===== config.mk =====
export PLATFORM = sky130hd
export DESIGN_NAME = ifr_engine
export DESIGN_NICKNAME = d
export VERILOG_FILES = /design/src/rtl/ifr_pkg.sv /design/src/rtl/ifr_fifo.sv /design/src/rtl/ifr_pack.sv /design/src/rtl/ifr_seq.sv /design/src/rtl/ifr_engine.sv
export SDC_FILE = /design/constraint.sdc
export NUM_CORES = 1
export LEC_CHECK = 0
export BUFFER_PORTS_ARGS = -buffer_cell sky130_fd_sc_hd__buf_4
export CAP_MARGIN = 10
export CORE_MARGIN = 8
export CORE_UTILIZATION = 55
export CTS_CLUSTER_DIAMETER = 80
export DETAILED_ROUTE_END_ITERATION = 16
export GPL_TIMING_DRIVEN = 0
export PLACE_DENSITY = 0.83
export SLEW_MARGIN = 15
export SYNTH_ARGS = -nofsm -noshare
export SYNTH_HDL_FRONTEND = slang
export SYNTH_SLANG_ARGS = --single-unit

===== constraint.sdc =====
create_clock -name clk -period 2.19 [get_ports clk]
set_input_delay 0.1095 -clock clk [delete_from_list [all_inputs] [get_ports clk]]
set_output_delay 0.1095 -clock clk [all_outputs]
set_load 0.005 [all_outputs]

===== src/rtl/ifr_pkg.sv =====
package ifr_pkg;

  // register word offsets
  localparam logic [2:0] OFS_INSTR = 3'd0;
  localparam logic [2:0] OFS_MODE  = 3'd1;
  localparam logic [2:0] OFS_ASIZE = 3'd2;
  localparam logic [2:0] OFS_ADDR  = 3'd3;
  localparam logic [2:0] OFS_COUNT = 3'd4;
  localparam logic [2:0] OFS_CTRL  = 3'd5;
  localparam logic [2:0] OFS_LEVEL = 3'd6;

  // control bit positions
  localparam int CB_START  = 0;
  localparam int CB_CANCEL = 1;
  localparam int CB_BUSY   = 2;
  localparam int CB_DONE   = 5;

  localparam int CMD_W = 48;  // opcode + up to 4 address bytes + mode byte
  localparam int CNT_W = 6;

  typedef enum logic [1:0] {
    SEQ_IDLE,
    SEQ_CMD,
    SEQ_DUMMY,
    SEQ_DATA
  } seq_state_e;

  typedef struct packed {
    logic [7:0]  opcode;
    logic [1:0]  lanes;
    logic        mode_on;
    logic [4:0]  dummy;
    logic [7:0]  mode_val;
    logic        addr4;
    logic [31:0] addr;
  } rd_cfg_t;

endpackage


===== src/rtl/ifr_fifo.sv =====
module ifr_fifo #(
  parameter int DEPTH = 4,   // power of two
  parameter int W     = 32
) (
  input  logic                       clk,
  input  logic                       rst_n,
  input  logic                       flush,
  input  logic                       push,
  input  logic [W-1:0]               din,
  input  logic                       pop,
  output logic [W-1:0]               head,
  output logic [$clog2(DEPTH+1)-1:0] level,
  output logic                       full
);
  localparam int AW = $clog2(DEPTH);
  localparam int LW = $clog2(DEPTH+1);
  localparam logic [LW-1:0] FULL_V = LW'(DEPTH);

  logic [W-1:0]  mem [DEPTH];
  logic [AW-1:0] wp, rp;
  logic [LW-1:0] cnt;
  logic          wr_en, rd_en;

  assign full  = (cnt == FULL_V);
  assign wr_en = push && !full && !flush;
  assign rd_en = pop && (cnt != '0) && !flush;
  assign head  = mem[rp];
  assign level = cnt;

  always_ff @(posedge clk) begin
    if (wr_en) mem[wp] <= din;
  end

  always_ff @(posedge clk or negedge rst_n) begin
    if (!rst_n) begin
      wp  <= '0;
      rp  <= '0;
      cnt <= '0;
    end else if (flush) begin
      wp  <= '0;
      rp  <= '0;
      cnt <= '0;
    end else begin
      if (wr_en) wp <= wp + 1'b1;
      if (rd_en) rp <= rp + 1'b1;
      if (wr_en && !rd_en)      cnt <= cnt + 1'b1;
      else if (rd_en && !wr_en) cnt <= cnt - 1'b1;
    end
  end
endmodule


===== src/rtl/ifr_pack.sv =====
module ifr_pack (
  input  logic        clk,
  input  logic        rst_n,
  input  logic        load,
  input  logic        clear,
  input  logic [31:0] total,
  input  logic [1:0]  lanes,
  input  logic        smp,
  input  logic [3:0]  din,
  output logic        push,
  output logic [31:0] word,
  output logic        left_zero
);
  logic [31:0] left_q, left_n;
  logic [7:0]  bsh_q, bsh_n, nb;
  logic [2:0]  bcnt_q, bcnt_n, last_clk;
  logic [1:0]  widx_q, widx_n;
  logic [31:0] wacc_q, wacc_n, wnew, word_n;
  logic        push_n;

  always_comb begin
    unique case (lanes)
      2'd0:    begin nb = {bsh_q[6:0], din[1]};   last_clk = 3'd7; end
      2'd1:    begin nb = {bsh_q[5:0], din[1:0]}; last_clk = 3'd3; end
      default: begin nb = {bsh_q[3:0], din};      last_clk = 3'd1; end
    endcase
  end

  assign wnew = wacc_q | ({24'h0, nb} << {widx_q, 3'b000});

  always_comb begin
    left_n = left_q;
    bsh_n  = bsh_q;
    bcnt_n = bcnt_q;
    widx_n = widx_q;
    wacc_n = wacc_q;
    word_n = word;
    push_n = 1'b0;
    if (clear || load) begin
      left_n = clear ? 32'd0 : total;
      bcnt_n = '0;
      widx_n = '0;
      wacc_n = '0;
    end else if (smp) begin
      bsh_n = nb;
      if (bcnt_q == last_clk) begin
        bcnt_n = '0;
        left_n = left_q - 32'd1;
        if (widx_q == 2'd3 || left_q == 32'd1) begin
          push_n = 1'b1;
          word_n = wnew;
          wacc_n = '0;
          widx_n = '0;
        end else begin
          wacc_n = wnew;
          widx_n = widx_q + 2'd1;
        end
      end else begin
        bcnt_n = bcnt_q + 3'd1;
      end
    end
  end

  always_ff @(posedge clk or negedge rst_n) begin
    if (!rst_n) begin
      left_q <= '0;
      bsh_q  <= '0;
      bcnt_q <= '0;
      widx_q <= '0;
      wacc_q <= '0;
      word   <= '0;
      push   <= 1'b0;
    end else begin
      left_q <= left_n;
      bsh_q  <= bsh_n;
      bcnt_q <= bcnt_n;
      widx_q <= widx_n;
      wacc_q <= wacc_n;
      word   <= word_n;
      push   <= push_n;
    end
  end

  assign left_zero = (left_q == 32'd0);
endmodule


===== src/rtl/ifr_seq.sv =====
module ifr_seq
  import ifr_pkg::*;
(
  input  logic    clk,
  input  logic    rst_n,
  input  logic    go,
  input  logic    abort,
  input  rd_cfg_t cfg,
  input  logic    buf_full,
  input  logic    data_zero,
  output logic    sclk,
  output logic    cs_n,
  output logic    dq0,
  output logic    oe0,
  output logic    smp,
  output logic    fin,
  output logic    busy,
  output logic    in_data
);
  seq_state_e        st_q, st_n;
  logic              sclk_n;
  logic [CNT_W-1:0]  cnt_q, cnt_n, cmd_len;
  logic [CMD_W-1:0]  sh_q, sh_n, cmd_word;
  logic              want_data;

  assign cmd_len  = CNT_W'(32) + (cfg.addr4 ? CNT_W'(8) : '0) + (cfg.mode_on ? CNT_W'(8) : '0);
  assign cmd_word = cfg.addr4 ? {cfg.opcode, cfg.addr, cfg.mode_val}
                              : {cfg.opcode, cfg.addr[23:0], cfg.mode_val, 8'h00};

  always_comb begin
    st_n      = st_q;
    sclk_n    = sclk;
    cnt_n     = cnt_q;
    sh_n      = sh_q;
    fin       = 1'b0;
    smp       = 1'b0;
    want_data = 1'b0;
    if (st_q == SEQ_IDLE) begin
      if (go) begin
        st_n   = SEQ_CMD;
        sclk_n = 1'b0;
        cnt_n  = cmd_len - 1'b1;
        sh_n   = cmd_word;
      end
    end else if (abort) begin
      st_n   = SEQ_IDLE;
      sclk_n = 1'b0;
    end else if (!sclk) begin
      if (!(st_q == SEQ_DATA && buf_full)) begin
        sclk_n = 1'b1;
        smp    = (st_q == SEQ_DATA);
      end
    end else begin
      sclk_n = 1'b0;
      unique case (st_q)
        SEQ_CMD: begin
          sh_n = sh_q << 1;
          if (cnt_q != '0) cnt_n = cnt_q - 1'b1;
          else if (cfg.dummy != '0) begin
            st_n  = SEQ_DUMMY;
            cnt_n = {1'b0, cfg.dummy} - 1'b1;
          end else want_data = 1'b1;
        end
        SEQ_DUMMY: begin
          if (cnt_q != '0) cnt_n = cnt_q - 1'b1;
          else want_data = 1'b1;
        end
        default: want_data = 1'b1;
      endcase
      if (want_data) begin
        if (data_zero) begin
          st_n = SEQ_IDLE;
          fin  = 1'b1;
        end else st_n = SEQ_DATA;
      end
    end
  end

  always_ff @(posedge clk or negedge rst_n) begin
    if (!rst_n) begin
      st_q  <= SEQ_IDLE;
      sclk  <= 1'b0;
      cnt_q <= '0;
      sh_q  <= '0;
    end else begin
      st_q  <= st_n;
      sclk  <= sclk_n;
      cnt_q <= cnt_n;
      sh_q  <= sh_n;
    end
  end

  assign cs_n    = (st_q == SEQ_IDLE);
  assign busy    = !cs_n;
  assign dq0     = sh_q[CMD_W-1];
  assign oe0     = (st_q == SEQ_CMD);
  assign in_data = (st_q == SEQ_DATA);
endmodule


===== src/rtl/ifr_engine.sv =====
module ifr_engine
  import ifr_pkg::*;
#(
  parameter int BUF_WORDS = 4,
  parameter int LVL_W     = 16
) (
  input  logic        clk,
  input  logic        rst_n,
  input  logic        reg_wr,
  input  logic [2:0]  reg_addr,
  input  logic [31:0] reg_wdata,
  output logic [31:0] reg_rdata,
  input  logic        pop,
  output logic [31:0] pop_data,
  output logic [15:0] fill_level,
  output logic        sclk,
  output logic        cs_n,
  output logic [3:0]  dq_out,
  output logic [3:0]  dq_oe,
  input  logic [3:0]  dq_in
);
  localparam int LW = $clog2(BUF_WORDS+1);

  logic [7:0]  r_opc, r_mode;
  logic [1:0]  r_lanes, r_asize;
  logic        r_mode_on, done_q, done_n;
  logic [4:0]  r_dummy;
  logic [31:0] r_addr, r_count;
  rd_cfg_t     cfg;
  logic        busy, go, abort, ctrl_wr, cfg_we;
  logic        smp, fin, in_data, buf_full, left_zero, push, dq0, oe0;
  logic [31:0] word;
  logic [LW-1:0] level;

  assign ctrl_wr = reg_wr && (reg_addr == OFS_CTRL);
  assign abort   = ctrl_wr && reg_wdata[CB_CANCEL];
  assign go      = ctrl_wr && reg_wdata[CB_START] && !reg_wdata[CB_CANCEL] && !busy;
  assign cfg_we  = reg_wr && !busy;

  always_ff @(posedge clk or negedge rst_n) begin
    if (!rst_n) begin
      r_opc     <= '0;
      r_lanes   <= '0;
      r_mode_on <= 1'b0;
      r_dummy   <= '0;
      r_mode    <= '0;
      r_asize   <= '0;
      r_addr    <= '0;
      r_count   <= '0;
    end else if (cfg_we) begin
      unique case (reg_addr)
        OFS_INSTR: begin
          r_opc     <= reg_wdata[7:0];
          r_lanes   <= reg_wdata[17:16];
          r_mode_on <= reg_wdata[20];
          r_dummy   <= reg_wdata[28:24];
        end
        OFS_MODE:  r_mode  <= reg_wdata[7:0];
        OFS_ASIZE: r_asize <= reg_wdata[1:0];
        OFS_ADDR:  r_addr  <= reg_wdata;
        OFS_COUNT: r_count <= reg_wdata;
        default: ;
      endcase
    end
  end

  always_comb begin
    done_n = done_q;
    if (abort || go) done_n = 1'b0;
    else if (fin) done_n = 1'b1;
    else if (ctrl_wr && reg_wdata[CB_DONE]) done_n = 1'b0;
  end

  always_ff @(posedge clk or negedge rst_n) begin
    if (!rst_n) done_q <= 1'b0;
    else        done_q <= done_n;
  end

  assign cfg = '{opcode: r_opc, lanes: r_lanes, mode_on: r_mode_on, dummy: r_dummy,
                 mode_val: r_mode, addr4: (r_asize == 2'd3), addr: r_addr};

  ifr_seq u_seq (
    .clk(clk), .rst_n(rst_n), .go(go), .abort(abort), .cfg(cfg),
    .buf_full(buf_full), .data_zero(left_zero), .sclk(sclk), .cs_n(cs_n),
    .dq0(dq0), .oe0(oe0), .smp(smp), .fin(fin), .busy(busy), .in_data(in_data)
  );

  ifr_pack u_pack (
    .clk(clk), .rst_n(rst_n), .load(go), .clear(abort), .total(r_count),
    .lanes(r_lanes), .smp(smp), .din(dq_in), .push(push), .word(word),
    .left_zero(left_zero)
  );

  ifr_fifo #(.DEPTH(BUF_WORDS), .W(32)) u_fifo (
    .clk(clk), .rst_n(rst_n), .flush(abort), .push(push), .din(word),
    .pop(pop), .head(pop_data), .level(level), .full(buf_full)
  );

  assign dq_out     = {3'b000, dq0};
  assign dq_oe      = {3'b000, oe0};
  assign fill_level = 16'({{(LVL_W-LW){1'b0}}, level});

  always_comb begin
    unique case (reg_addr)
      OFS_INSTR: reg_rdata = {3'b0, r_dummy, 3'b0, r_mode_on, 2'b0, r_lanes, 8'b0, r_opc};
      OFS_MODE:  reg_rdata = {24'b0, r_mode};
      OFS_ASIZE: reg_rdata = {30'b0, r_asize};
      OFS_ADDR:  reg_rdata = r_addr;
      OFS_COUNT: reg_rdata = r_count;
      OFS_CTRL:  reg_rdata = {26'b0, done_q, 2'b0, busy, 2'b0};
      OFS_LEVEL: reg_rdata = {16'b0, fill_level};
      default:   reg_rdata = '0;
    endcase
  end
endmodule


After elaboration in Yosys (flattened, before gate mapping)
Memories as Yosys holds them, arrays and structs flattened.
Index checks and enable logic that the tools add are counted.
Cells by class
  $add $sub $neg: 12
  equal/unequal tests: 20
  shift-type cells: 1
  muxes and demuxes: 80
  bitwise operators: 2
  reductions and logical operators: 52
Operator list (count)
  $mux W32: 8
  $mux W48: 5
  $pmux W32 S7: 1
  $mux W6: 7
  $mux W40: 1
  $mux W2: 17
  $eq A32 B1 Y1 const B: 1
  $logic_not A32 Y1: 1
  $or A32 B32 Y32: 1
  $shl A8 B5 Y32: 1
  $sub A32 B1 Y32 const B: 1
  $mux W1: 29
  $mux W3: 6
  $pmux W8 S2: 1
  $reduce_bool A3 Y1: 5
  $logic_and A1 B1 Y1: 14
  $reduce_and A2 Y1: 7
  $eq A3 B3 Y1 const B: 4
  $pmux W6 S2: 1
  $reduce_bool A2 Y1: 6
  $sub A6 B1 Y6 const B: 2
  $eq A2 B2 Y1 const B: 4
  $mux W4: 2
  $reduce_and A4 Y1: 2
  other kinds (27): 40
Storage, ports and cells
  flip-flop bits (word level): 264
  memory bits (writable): 128
  output and inout bits: 90
  logic and storage cells: 191
  memories: 1
Memories
  u_fifo.mem: words 4, bits a word 32, read ports 1, clocked after Yosys merged registers in 0, write ports 1, RTL line ifr_fifo.sv:19  | logic [W-1:0] mem [DEPTH];

Longest topological paths before layout
Gate-level depths: netlist (run 1).
  word-level depth: 13
  depth in mapped cells: 10
  gate-level depth less buffers: 9

By module
Synthesis (run 1) repeated with hierarchy kept, for this count alone.
Unflattened totals
  cell total of the unflattened synthesis: 1492
  area, all modules: 18129.9 um2
By module, submodules not included
  ifr_pack: times used 1, cells an instance 569, area each 5406.4 um2, sequential area each 2727.6 um2
  ifr_fifo: times used 1, cells an instance 226, area each 5156.2 um2, sequential area each 4018.9 um2
  ifr_engine: times used 1, cells an instance 320, area each 4291.6 um2, sequential area each 2277.2 um2
  ifr_seq: times used 1, cells an instance 377, area each 3275.6 um2, sequential area each 1426.4 um2

Least setup slack after synthesis (run 1)
Ideal clock, no wire load.
  path kind: register -> register
  start: register u_seq.st_q[0]
  end: register r_opc[3]
  setup time: 0.125 ns
  data arrival time: 2.266 ns
  data required time: 2.065 ns
  path slack: -0.201 ns
  cell stages (with the launch flop): 8
  path through: dfrtp_1 inv_1 ha_1 buf_2 nand2_1 nor4_2 clkbuf_1 mux2_2
On the way
  longest elaborated chain between the ends: 3
Ends and longest elaborated chain
  start: declaration: RTL line ifr_seq.sv:20  | seq_state_e st_q, st_n;
  start signal: assignment: RTL line ifr_seq.sv:86  | st_q <= st_n;
  $logic_not A2 Y1: RTL line ifr_seq.sv:93  | assign cs_n = (st_q == SEQ_IDLE);
  named net cs_n: RTL line ifr_engine.sv:17  | output logic cs_n,
  $logic_and A1 B1 Y1: RTL line ifr_engine.sv:38  | assign cfg_we = reg_wr && !busy;
  $reduce_and A2 Y1 (no line)
  end signal: assignment: RTL line ifr_engine.sv:53  | r_opc <= reg_wdata[7:0];
  end: declaration: RTL line ifr_engine.sv:24  | logic [7:0] r_opc, r_mode;
The timed path passes the listed nets, and every way through them passes these cells.
A chain may end at the register's enable or synchronous reset.

Worst setup path in the final report (run 1)
  start: register u_pack.left_q[9]
  end: register u_pack.word[25]
On the way
  longest elaborated chain between the ends: 3
Ends and longest elaborated chain
  start: declaration: RTL line ifr_pack.sv:14  | logic [31:0] left_q, left_n;
  start signal: assignment: RTL line ifr_pack.sv:74  | left_q <= left_n;
  $eq A32 B1 Y1: RTL line ifr_pack.sv:49  | if (widx_q == 2'd3 || left_q == 32'd1) begin
  $logic_or A1 B1 Y1: RTL line ifr_pack.sv:49
  $reduce_and A4 Y1 (no line)
  end signal: assignment: RTL line ifr_pack.sv:79  | word <= word_n;
  end: declaration: RTL line ifr_pack.sv:11  | output logic [31:0] word,
Every way passes these cells.

==> impl_metrics.sql, run 1 <==
INSERT INTO impl_metrics (metric_group, metric, value, unit) VALUES
('logic_synthesis', 'synth-edff-count', '128', ''),
('place', 'place_inst', '2157', ''),
('detailed_routing', 'detailedRoute.firstPassIterationCount', '7', ''),
('layout', 'final.fill_count', '2242', ''),
('pwr', 'cell_internal_power_dissipation', '15.7', 'mW'),
('logic_synthesis', 'synth-seq-cells', '392', ''),
('layout', 'layout_cell_share_with_drive_strength_beyond_1', '28.8', '%'),
('setup_path', 'startpoint_type', 'register', ''),
('floorplan', 'effective_utilization_at_floorplan', '55.9', '%'),
('setup_path', 'required_worst_endpoint', '2.59', 'ns'),
('hold_path', 'min-delay-path-class', 'in2reg', ''),
('run', 'timing.max_cap.violations', '0', ''),
('floorplan', 'chip_width', '198', 'µm'),
('layout', 'multi_input_area', '0.00753', 'mm²'),
('clock_network', 'clkSinkCount', '392', ''),
('logic_synthesis', 'synthMuxAreaShare', '11.2', '%'),
('layout', 'layout-area-overhead-vs-synth', '23.4', '%'),
('place', 'io_buffers', '111', ''),
('logic_synthesis', 'area_fraction_in_compound_gates_after_synthesis', '13.6', '%'),
('pwr', 'netSwitchingFraction', '35.7', '%'),
('logic_synthesis', 'netlist_top_cells_area', 'dfrtp_1 36%, edfxtp_1 21%, mux2_2 5.7%, o21ai_0 5.0%, mux4_2 4.1%', ''),
('layout', 'layoutNonFillerInstCount', '2317', ''),
('global_routing', 'initial_antenna_violation_count', '0', ''),
('detailed_routing', 'detail_route.vias_per_cell', '6.35', ''),
('clock_network', 'clkTransAtPathRegs', '0.06', 'ns'),
('pwr', 'p_switching', '8.70', 'mW'),
('timing', 'finalSetupViolations', '35', ''),
('timing', 'timing.max_slew.rel_slack', '31.3', '%'),
('pwr', 'power.clock.fraction', '26.4', '%'),
('setup_path', 'path_cells', 'nor4_4 -> buf_4 -> and3_4 -> a41oi_4 -> buf_6 -> clkbuf_2 -> o21ai_0 -> o21ai_0', ''),
('layout', 'finalNetCount', '1906', ''),
('logic_synthesis', 'synth_warnings', '0', ''),
('detailed_routing', 'drc', '0', ''),
('timing', 'fmaxAchievable', '416', 'MHz'),
('timing', 'maxSlewViolCount', '0', ''),
('pwr', 'combinationalPowerShare', '31.6', '%'),
('clock_network', 'cts_tree', 'built', ''),
('layout', 'finalCoreUtilization', '69.0', '%'),
('global_routing', 'number_of_global_route_vias_before_repair', '14600', ''),
('logic_synthesis', 'largest_family_of_logic_cells_by_synthesized_area', 'compound AO/OA/AOI/OAI gates', ''),
('global_routing', 'grt_max_degree', '108', ''),
('timing', 'holdWs', '0.0579', 'ns'),
('logic_synthesis', 'syn-cell-area', '0.0182', 'mm²'),
('place', 'hpwl', '34900', 'µm'),
('timing', 'timing.final.crit_share', '110', '%'),
('setup_path', 'crit_path_max_incr_delay', '0.46', 'ns'),
('detailed_routing', 'detail-route-antenna-nets', '0', ''),
('setup_path', 'worstPathMaxFanout', '10', ''),
('clock_network', 'clock_root_buffer_master', 'clkbuf_16', ''),
('status', 'violations', 'negative setup slack', ''),
('global_routing', 'globalRoute.totalOverflow', '0', ''),
('timing', 'setup_slack', '-0.215', 'ns'),
('pwr', 'p_seq_share', '42.0', '%'),
('setup_path', 'critPathSlowestCell', 'dfrtp_2', ''),
('detailed_routing', 'routed_wl', '53300', 'µm'),
('logic_synthesis', 'synth-xor-area-share', '0.819', '%'),
('pwr', 'p_leak', '9.70', 'nW'),
('clock_network', 'htreeDepth', '2', ''),
('clock_network', 'cts_made_buffers', '40', ''),
('timing', 'period_minus_slack', '2.40', 'ns'),
('logic_synthesis', 'post_synth.cell_area_avg', '11.5', 'µm²'),
('setup_path', 'endpoint_kind', 'register', ''),
('floorplan', 'die-area', '0.0391', 'mm²'),
('floorplan', 'fp.dieH', '198', 'µm'),
('logic_synthesis', 'synth_top_area_cell', 'dfrtp_1', ''),
('detailed_routing', 'drt-initial-drc-count', '1685', ''),
('logic_synthesis', 'flip_flop_cell_with_the_highest_count_after_synthesis', 'dfrtp_1', ''),
('clock_network', 'clkLatencyLatePin', '0.55', 'ns'),
('timing', 'report.final.hold_viol_count', '0', ''),
('status', 'status', 'finished, violations left', ''),
('detailed_routing', 'routed_wire_length_per_instance', '23.0', 'µm');
==> what timing repair did <==
| item | 4_1_cts | 5_1_grt |
|---|---|---|
| hold buffers | 34 | 0 |
| hold endpoints to repair | 168 | 0 |
| resized for setup | 134 | 126 |
| buffers inserted | 31 | 25 |
| pin swaps | 16 | 39 |
| cloned | 0 | 3 |
| setup endpoints to repair | 406 | 191 |
==> through the flow <==
stage	TNS [ns]	instance area, µm²	total power, mW
6_report	-1.72	22400	24.4
5_1_grt	-7.65	22400	25.4
4_1_cts	-1.39	21900	23.4
3_5_place_dp	-190.76	19700	16.2
3_3_place_gp	-438.51	19700	16.0
2_1_floorplan	0	18300	14.0
==> registers in the layout, indices dropped and copies added (netlist names), 3 cells and up <==
signal,cells
u_pack.wacc_q,32
r_mode,8
u_fifo.mem,128
u_pack.word,32
u_pack.bsh_q,7
r_opc,8
r_addr,32
u_pack.left_q,32
u_pack.bcnt_q,3
r_count,32
r_dummy,5
u_seq.sh_q,48
u_seq.cnt_q,6
u_fifo.level,3
==> synth_stat cells, types with 22 or more instances <==
cell,instances
dfrtp_1,264
nand2_1,194
o21ai_0,183
edfxtp_1,128
mux2_2,92
nor2_1,80
a21oi_1,75
clkbuf_1,73
nand3_1,47
a41oi_1,34
mux4_2,33
inv_1,28
mux2i_1,23
buf_2,22
==> critical path, delay by kind of cell, from the launching register on <==
family | cells | cell delay (ns)
compound gates | 3 | 0.64
buf+inv | 3 | 0.60
simple gates | 2 | 0.57
flops | 1 | 0.46
==> path summary, 6_finish.rpt <==
check                            startpoint                end  slack, ns  cells past startpoint
setup / recovery           u_pack.left_q[9]    u_pack.word[25]      -0.21                      8
hold reg to reg              u_seq.sh_q[40]     u_seq.sh_q[40]       0.48                      2
setup reg to reg           u_pack.left_q[9]    u_pack.word[25]      -0.21                      8
min in group asynchronous             rst_n      u_seq.sh_q[8]       0.12                      2
max in group asynchronous             rst_n  u_pack.left_q[14]       0.71                      4
hold / removal                          pop       u_fifo.rp[0]       0.06                      4
==> kinds of logic (layout without fill, tap and decap cells) <==
logic type | count (synthesis) | count (layout)
compound gates | 403 | 403
xor+xnor | 17 | 17
flops | 392 | 392
mux | 150 | 150
other cells | 1 | 19
simple gates | 441 | 441
fa+ha+maj | 20 | 20
buf+inv | 160 | 433
==> per-layer routing <==
layer  GRT usage, %  vias up  wire (µm)  part of all wire [%]
li1               -     6323          -                     -
met4           13.6        0       2990                   5.6
met3           4.23      237       4740                   8.9
met1           33.0     7231      20100                    38
met5              0        -          0                     0
met2           42.7      927      25500                    48
==> final cells by class <==
class	count	area share [%]
clock inverter	14	0.558
timing repair buffer	206	7.71
clock buffer	60	4.89
inverter	28	0.480
sequential	392	46.6
multi-input combinational	1050	33.6
buffer	125	3.70
tap	442	2.47
==> cells in the final DEF, fill, tap and decap left out, types with 9 or more instances in the layout <==
cell type / instances
dfrtp_1: 256
buf_4: 191
nand2_1: 190
o21ai_0: 150
edfxtp_1: 128
mux2_2: 92
nor2_1: 72
a21oi_1: 72
clkbuf_1: 54
nand3_1: 46
clkbuf_16: 42
dlygate4sd3_1: 34
mux4_2: 33
o21ai_1: 30
a41oi_1: 26
inv_1: 25
mux2i_1: 23
conb_1: 19
a22o_1: 17
and3_1: 16
ha_1: 16
buf_2: 15
a22oi_1: 15
nor3_1: 15
xnor2_1: 15
clkbuf_2: 13
buf_6: 13
o21ai_2: 10
clkinv_2: 10
and2_1: 9
==> power groups by stage <==
stage          Clock [mW]  Sequential [mW]  Combinational (mW)
5_1_grt              6.74             10.3                8.27
2_1_floorplan           0             9.65                4.35
3_5_place_dp            0             10.2                6.05
4_1_cts              6.46             10.1                6.88
6_report             6.44             10.3                7.70
3_3_place_gp            0             10.1                5.82
(Power assumes the default switching activity.)
==> run 2, diff against run 1 <==
--- a/config.mk
+++ b/config.mk
@@ -7,12 +7,13 @@
 export LEC_CHECK = 0
 export BUFFER_PORTS_ARGS = -buffer_cell sky130_fd_sc_hd__buf_4
 export CAP_MARGIN = 10
+export CELL_PAD_IN_SITES_DETAIL_PLACEMENT = 1
+export CELL_PAD_IN_SITES_GLOBAL_PLACEMENT = 2
 export CORE_MARGIN = 8
-export CORE_UTILIZATION = 55
+export CORE_UTILIZATION = 37
 export CTS_CLUSTER_DIAMETER = 80
 export DETAILED_ROUTE_END_ITERATION = 16
-export GPL_TIMING_DRIVEN = 0
-export PLACE_DENSITY = 0.83
+export PLACE_DENSITY = 0.82
 export SLEW_MARGIN = 15
 export SYNTH_ARGS = -nofsm -noshare
 export SYNTH_HDL_FRONTEND = slang
==> run 2 against run 1 <==
Against the previous run: the run still ends with negative setup slack left; clock-buffer cell count fell by 6; via count fell by 6.8%; total power rose by 4.2%; worst hold slack got worse by 0.022 ns; sequential power barely moved; non-clock buffer count fell by 35; final area rose by 1.4%; maximum frequency rose by 7.6%; die area rose by 44%; sequential share of layout area fell by 0.69 points; clock skew fell by 0.0089 ns; sequential cell count did not move; critical endpoint is now reg_rdata[2]; largest power group unchanged.
==> impl_metrics.sql, run 2 (same netlist as run 1, synthesis figures left out) <==
INSERT INTO impl_metrics (metric_group, metric, value, unit) VALUES
('floorplan', 'top_level_ports', '133', ''),
('detailed_routing', 'routed_wire_length_per_instance', '22.1', 'µm'),
('setup_path', 'worstPathMaxFanout', '5', ''),
('detailed_routing', 'routed_wl', '55400', 'µm'),
('floorplan', 'fp.dieH', '238', 'µm'),
('setup_path', 'criticalPathCategory', 'reg2out', ''),
('layout', 'mostFrequentLayoutCell', 'dfrtp_1', ''),
('hold_path', 'min-delay-path-class', 'in2reg', ''),
('timing', 'holdWs', '0.0355', 'ns'),
('timing', 'finalSetupViolations', '3', ''),
('global_routing', 'global_route_wire_length_before_repair', '87200', 'µm'),
('setup_path', 'startpoint_type', 'register', ''),
('detailed_routing', 'drt-initial-drc-count', '980', ''),
('detailed_routing', 'drc', '0', ''),
('setup_path', 'critPathArrivalTime', '2.13', 'ns'),
('floorplan', 'effective_utilization_at_floorplan', '37.3', '%'),
('place', 'dp_slack', '-0.156', 'ns'),
('timing', 'final.setup.tns', '-0.0683', 'ns'),
('layout', 'mostFrequentLayoutCells', '263 x dfrtp_1, 237 x buf_4, 190 x nand2_1', ''),
('clock_network', 'clkTransAtPathRegs', '0.06', 'ns'),
('detailed_routing', 'detailedRoute.firstPassIterationCount', '5', ''),
('timing', 'setup_slack', '-0.0454', 'ns'),
('layout', 'finalNetCount', '1874', ''),
('clock_network', 'clkSinkCount', '392', ''),
('floorplan', 'row_count', '81', ''),
('place', 'hpwl', '38800', 'µm'),
('clock_network', 'cts_tree', 'built', ''),
('clock_network', 'clock_root_buffer_master', 'clkbuf_16', ''),
('timing', 'timing.max_slew.rel_slack', '32.4', '%'),
('clock_network', 'cts_made_buffers', '43', ''),
('timing', 'skew', '0.0220', 'ns'),
('timing', 'period_minus_slack', '2.24', 'ns'),
('floorplan', 'chip_width', '238', 'µm'),
('pwr', 'irDropWorstVdd', '0.477', 'mV'),
('clock_network', 'clkLatencyLatePin', '0.58', 'ns'),
('detailed_routing', 'detail-route-antenna-nets', '0', ''),
('place', 'gp_congestion', '0.826', ''),
('detailed_routing', 'num_vias', '13700', ''),
('layout', 'registers.top_by_ff_count', 'u_fifo.mem', ''),
('status', 'violations', 'negative setup slack', ''),
('layout', 'n_antenna_cell', '0', ''),
('place', 'io_buffers', '113', ''),
('clock_network', 'htreeDepth', '2', ''),
('global_routing', 'number_of_global_route_vias_before_repair', '14600', ''),
('timing', 'worstMarginPinSlew', '1.01', 'ns'),
('global_routing', 'initial_antenna_violation_count', '0', ''),
('status', 'status', 'finished, violations left', ''),
('timing', 'report.final.hold_viol_count', '0', ''),
('layout', 'layout-area-overhead-vs-synth', '25.1', '%'),
('timing', 'timing.final.crit_share', '102', '%'),
('layout', 'layout_cell_share_with_drive_strength_beyond_1', '28.2', '%'),
('timing', 'maxSlewViolCount', '0', ''),
('clock_network', 'number_of_buffers_between_clock_root_and_the_deepest_sink', '3', ''),
('layout', 'largest_registers', 'u_fifo.mem x128, u_seq.sh_q x48', ''),
('layout', 'final.fill_count', '5158', ''),
('pwr', 'power-per-cell-area', '1120', 'mW/mm²'),
('setup_path', 'required_worst_endpoint', '2.08', 'ns'),
('global_routing', 'grt_usage', '19.5', '%'),
('global_routing', 'grt_max_degree', '73', ''),
('layout', 'max_ffs_per_register', '128', ''),
('detailed_routing', 'detail_route.vias_per_cell', '5.47', ''),
('floorplan', 'core_region_area', '0.0487', 'mm²'),
('setup_path', 'endpoint_kind', 'primary output', ''),
('timing', 'fmaxAchievable', '447', 'MHz'),
('run', 'timing.max_cap.violations', '0', ''),
('pwr', 'p_leak', '9.80', 'nW'),
('floorplan', 'die-area', '0.0565', 'mm²'),
('timing', 'rsz0062_at_grt', 'true', ''),
('global_routing', 'globalRoute.totalOverflow', '0', '');
-- run 2: cell count changes in the layout (fill, tap and decap cells not counted), sizes merged --
cell and change:
clkdlybuf4s15 -1, clkinv +2, inv -2, clkbuf -71, bufinv +7, buf +31, clkinvlp +2
-- run 2: path summary, 6_finish.rpt --
check | start | end | slack [ns] | cells past startpoint
setup / recovery | u_seq.st_q[1] | reg_rdata[2] | -0.05 | 9
hold / removal | reg_addr[2] | r_asize[1] | 0.04 | 3
setup reg to reg | u_fifo.level[0] | u_fifo.level[2] | -0.02 | 9
hold reg to reg | u_seq.sh_q[26] | u_seq.sh_q[26] | 0.48 | 2
max in group asynchronous | rst_n | u_pack.word[2] | 1.30 | 3
min in group asynchronous | rst_n | u_seq.sh_q[4] | 0.10 | 2
-- run 2: report_power, final --
part / internal, mW / leakage [nW] / total [mW] / switching [mW]
sequential: 8.77 / 5.06 / 10.0 / 1.23
clock: 4.53 / 0.717 / 7.58 / 3.05
combinational: 3.49 / 4.03 / 7.83 / 4.33
-- run 2: what timing repair did --
| action | in CTS | in global routing |
|---|---|---|
| hold buffers | 34 | 0 |
| endpoints found under the hold margin | 184 | 0 |
| setup endpoints to repair | 198 | 292 |
| setup buffers | 4 | 2 |
| resized for setup | 32 | 76 |
| pin swaps | 5 | 8 |
-- run 2: cell type report --
cell class	count	area [µm²]	share of cell area [%]
Sequential cell	392	10500	45.9
Timing Repair Buffer	296	2540	11.2
Multi-Input combinational cell	1050	7350	32.3
Clock buffer	54	1140	5.00
Inverter	28	109	0.478
Tap cell	664	831	3.65
Clock inverter	23	329	1.45
-- run 2: metal layers --
layer | wire [µm] | GRT usage, %
met1 | 24200 | 25.4
met2 | 27500 | 33.0
met3 | 2290 | 3.57
met4 | 1470 | 6.03
met5 | 0 | 0
-- run 2: critical path, stage by stage, from the launching register on --
cell and delay [ns]:
dfrtp_1 0.42, inv_2 0.10, ha_4 0.18, buf_12 0.12, clkinvlp_4 0.10, mux2i_1 0.14, nor2_1 0.05, a22oi_1 0.19
o21ai_1 0.11, buf_4 0.15
-- run 2: through the flow --
stage / power (mW) / area [µm²] / utilization (%) / instances
after CTS: 25.3 / 22600 / 46.3 / 2505
after global placement: 17.1 / 20600 / 42.3 / 2390
after detailed placement: 17.4 / 20600 / 42.3 / 2390
final: 25.4 / 22800 / 46.7 / 2507
after global routing: 26.7 / 22800 / 46.7 / 2507
after floorplan: 14.0 / 18300 / - / 1602
==> run 3, diff against run 2 <==
--- a/config.mk
+++ b/config.mk
@@ -5,15 +5,16 @@
 export SDC_FILE = /design/constraint.sdc
 export NUM_CORES = 1
 export LEC_CHECK = 0
+export ABC_AREA = 1
 export BUFFER_PORTS_ARGS = -buffer_cell sky130_fd_sc_hd__buf_4
 export CAP_MARGIN = 10
 export CELL_PAD_IN_SITES_DETAIL_PLACEMENT = 1
 export CELL_PAD_IN_SITES_GLOBAL_PLACEMENT = 2
 export CORE_MARGIN = 8
-export CORE_UTILIZATION = 37
+export CORE_UTILIZATION = 34
 export CTS_CLUSTER_DIAMETER = 80
 export DETAILED_ROUTE_END_ITERATION = 16
-export PLACE_DENSITY = 0.82
+export PLACE_DENSITY = 0.83
 export SLEW_MARGIN = 15
 export SYNTH_ARGS = -nofsm -noshare
 export SYNTH_HDL_FRONTEND = slang
==> run 3 against run 2 <==
Against the previous run: the run now ends clean; clock-buffer cell count is 2 higher; register-to-register slack better by 0.13 ns; worst setup slack better by 0.10 ns; total power is 17% higher; combinational power is 44% higher; via count is 17% higher; die area is 12% higher; worst hold slack better by 0.011 ns; cell count is 27% higher; highest routed layer unchanged.
==> impl_metrics.sql, run 3 <==
INSERT INTO impl_metrics (metric_group, metric, value, unit) VALUES
('layout', 'finalCoreUtilization', '41.9', '%'),
('floorplan', 'effective_utilization_at_floorplan', '34.3', '%'),
('clock_network', 'clkTransAtPathRegs', '0.06', 'ns'),
('timing', 'fmaxAchievable', '469', 'MHz'),
('pwr', 'combinationalPowerShare', '37.8', '%'),
('global_routing', 'number_of_global_route_vias_before_repair', '17100', ''),
('logic_synthesis', 'flip_flop_cell_with_the_highest_count_after_synthesis', 'dfrtp_1', ''),
('clock_network', 'number_of_buffers_between_clock_root_and_the_deepest_sink', '3', ''),
('clock_network', 'cts_tree', 'built', ''),
('pwr', 'netSwitchingFraction', '39.3', '%'),
('global_routing', 'globalRoute.totalOverflow', '0', ''),
('logic_synthesis', 'synth_top_area_cell', 'dfrtp_1', ''),
('logic_synthesis', 'netlist_top_cells_area', 'dfrtp_1 35%, edfxtp_1 20%, nand2_1 12%, o21ai_0 8.9%, inv_1 4.3%', ''),
('pwr', 'irDropWorstVdd', '0.607', 'mV'),
('logic_synthesis', 'syn-cell-area', '0.0189', 'mm²'),
('logic_synthesis', 'synthesis.instances', '2217', ''),
('floorplan', 'chip_width', '252', 'µm'),
('pwr', 'p_switching', '11.7', 'mW'),
('detailed_routing', 'detail-route-antenna-nets', '0', ''),
('clock_network', 'clock_root_buffer_master', 'clkbuf_16', ''),
('logic_synthesis', 'yosysMostFrequentCell', 'nand2_1', ''),
('detailed_routing', 'num_vias', '16100', ''),
('floorplan', 'row_count', '86', ''),
('setup_path', 'worstPathMaxFanout', '10', ''),
('floorplan', 'fp.dieH', '252', 'µm'),
('floorplan', 'core_region_area', '0.0551', 'mm²'),
('setup_path', 'crit_path_max_incr_delay', '0.55', 'ns'),
('pwr', 'p_seq_share', '35.6', '%'),
('timing', 'worstMarginPinSlew', '0.681', 'ns'),
('setup_path', 'criticalPathCategory', 'in2out', ''),
('global_routing', 'groute.layer.met2.usage', '32.6', '%'),
('setup_path', 'endpoint_kind', 'primary output', ''),
('setup_path', 'critPathArrivalTime', '2.02', 'ns'),
('logic_synthesis', 'post_synth.cell_area_avg', '8.54', 'µm²'),
('floorplan', 'die-area', '0.0635', 'mm²'),
('timing', 'skew', '0.0303', 'ns'),
('setup_path', 'critPathSlowestCell', 'dlygate4sd3_1', ''),
('place', 'gp_congestion', '0.851', ''),
('detailed_routing', 'routed_wl', '61700', 'µm'),
('logic_synthesis', 'portion_of_the_post_synthesis_area_used_by_sequential_elements', '55.2', '%'),
('pwr', 'cell_internal_power_dissipation', '18.1', 'mW'),
('logic_synthesis', 'synth-seq-cells', '392', ''),
('layout', 'finalNetCount', '2453', ''),
('layout', 'n_antenna_cell', '0', ''),
('detailed_routing', 'routed_wire_length_per_instance', '19.5', 'µm'),
('detailed_routing', 'detailedRoute.firstPassIterationCount', '5', ''),
('global_routing', 'top_usage_layer', 'met2', ''),
('layout', 'layout-area-overhead-vs-synth', '22.0', '%'),
('clock_network', 'cts_made_buffers', '45', ''),
('pwr', 'power.clock.fraction', '26.6', '%'),
('place', 'io_buffers', '113', ''),
('setup_path', 'timing.critical_path.mode_cell', 'buf_4', ''),
('detailed_routing', 'drc', '0', ''),
('setup_path', 'required_worst_endpoint', '2.08', 'ns'),
('timing', 'finalSetupViolations', '0', ''),
('layout', 'mostFrequentLayoutCell', 'nand2_1', ''),
('global_routing', 'global_route_wire_length_before_repair', '97800', 'µm'),
('logic_synthesis', 'synth_warnings', '0', ''),
('layout', 'final.fill_count', '6512', ''),
('timing', 'maxSlewViolCount', '0', ''),
('timing', 'timing.max_slew.rel_slack', '54.6', '%'),
('global_routing', 'grt_max_degree', '69', ''),
('timing', 'period_minus_slack', '2.13', 'ns'),
('place', 'hpwl', '43000', 'µm'),
('timing', 'rsz0062_at_grt', 'true', ''),
('layout', 'largest_registers', 'u_fifo.mem x128, u_seq.sh_q x48', ''),
('detailed_routing', 'drt-initial-drc-count', '1073', ''),
('layout', 'layout_cell_share_with_drive_strength_beyond_1', '14.2', '%'),
('global_routing', 'grt_usage', '19.3', '%'),
('timing', 'final.setup.tns', '0', 'ns'),
('clock_network', 'clkSinkCount', '392', ''),
('logic_synthesis', 'synth_async_sr_flop_share', '67.3', '%'),
('layout', 'mostFrequentLayoutCells', '590 x nand2_1, 334 x o21ai_0, 261 x dfrtp_1', ''),
('logic_synthesis', 'synth.lib_cells_used.distinct', '39', ''),
('pwr', 'p_leak', '10.5', 'nW'),
('logic_synthesis', 'synth_top_area_share', '34.9', '%'),
('layout', 'max_ffs_per_register', '128', ''),
('layout', 'registers.top_by_ff_count', 'u_fifo.mem', ''),
('floorplan', 'top_level_ports', '133', ''),
('hold_path', 'min-delay-path-class', 'in2reg', ''),
('logic_synthesis', 'synth-edff-count', '128', ''),
('setup_path', 'startpoint_type', 'input pin', ''),
('detailed_routing', 'detail_route.vias_per_cell', '5.07', ''),
('global_routing', 'use_met1', '25.4', '%'),
('global_routing', 'use_met3', '3.12', '%'),
('global_routing', 'initial_antenna_violation_count', '1', ''),
('logic_synthesis', 'netlist_top_cells_count', '593 x nand2_1, 335 x o21ai_0, 264 x dfrtp_1, 216 x inv_1, 185 x nor2_1', ''),
('status', 'status', 'finished, final reports clean', ''),
('clock_network', 'clkLatencyLatePin', '0.59', 'ns'),
('clock_network', 'htreeDepth', '2', ''),
('timing', 'report.final.hold_viol_count', '0', ''),
('pwr', 'power-per-cell-area', '1290', 'mW/mm²'),
('run', 'timing.max_cap.violations', '0', ''),
('timing', 'timing.final.crit_share', '97.3', '%'),
('setup_path', 'path_cells', 'dlygate4sd3_1 -> buf_4 -> nor2_1 -> nand2_1 -> clkinvlp_4 -> a221oi_1 -> o211ai_1 -> buf_4', '');
==> run 3: repair_timing <==
item                                   in CTS  in global routing
endpoints found under the hold margin     248                  0
buffers inserted                            6                  2
setup endpoints to repair                   2                 49
gates cloned                                2                  1
gates resized for setup                     9                 18
hold buffers                               37                  0
pin swaps                                   1                  2
==> run 3: final timing paths <==
| check | start | endpoint | slack, ns | depth (start not counted) |
|---|---|---|---|---|
| hold / removal | pop | u_fifo.rp[0] | 0.05 | 4 |
| min in group asynchronous | rst_n | r_count[8] | 0.12 | 2 |
| setup reg to reg | u_seq.st_q[1] | u_seq.cnt_q[3] | 0.11 | 13 |
| setup / recovery | reg_addr[1] | reg_rdata[2] | 0.06 | 8 |
| hold reg to reg | u_pack.wacc_q[7] | u_pack.wacc_q[7] | 0.48 | 2 |
| max in group asynchronous | rst_n | u_pack.word[18] | 1.35 | 3 |
==> run 3: worst max-delay path: cells and delay by family <==
kind,cells,cell delay (ns)
buffers and inverters,4,1.15
AOI/OAI and AO/OA,2,0.55
and+or+nand+nor,2,0.20
==> run 3: power groups by stage <==
stage / combinational (mW) / sequential [mW] / clock, mW
after floorplan: 6.82 / 10.1 / 0
after global placement: 10.3 / 10.7 / 0
after detailed placement: 10.7 / 10.7 / 0
after CTS: 11.2 / 10.6 / 8.08
after global routing: 12.7 / 10.8 / 8.33
final: 11.3 / 10.6 / 7.92
==> run 3: cells by family after synthesis <==
family	share of synthesized area [%]
AND/OR/NAND/NOR	19.5
AO/OA/AOI/OAI	15.1
flip-flops	55.2
buffers and inverters	8.00
adder cells (fa/ha/maj)	1.36
XOR/XNOR	0.787
other	0.0198
==> run 3: routing by layer <==
layer  wire (µm)  vias to the layer above
met5           0                        -
met4        1510                        0
met3        2540                       90
met2       29700                      312
met1       28000                     8087
li1            -                     7592
==> run 3: through the flow <==
stage | setup slack (ns) | cells | hold WS (ns) | cell area, µm² | power, mW
final | 0.0582 | 3172 | 0.0460 | 23100 | 29.8
after floorplan | -0.395 | 2235 | -0.186 | 19000 | 16.9
after CTS | 0.00538 | 3169 | 0.0200 | 23000 | 30.0
after detailed placement | 0.0378 | 3043 | 0.148 | 20900 | 21.5
after global placement | 0.121 | 3043 | 0.144 | 20900 | 21.0
after global routing | -0.0604 | 3172 | 0.0562 | 23100 | 31.8
==> run 3: final cells by class <==
cell class              instances  area [µm²]  area share, %
well taps                     748         936           4.05
clock inverters                25         338           1.46
inverters                     224         851           3.68
multi-input cells            1492        7110           30.8
flip-flops and latches        392       10500           45.3
clock buffers                  56        1230           5.32
repair buffers                235        2170           9.41
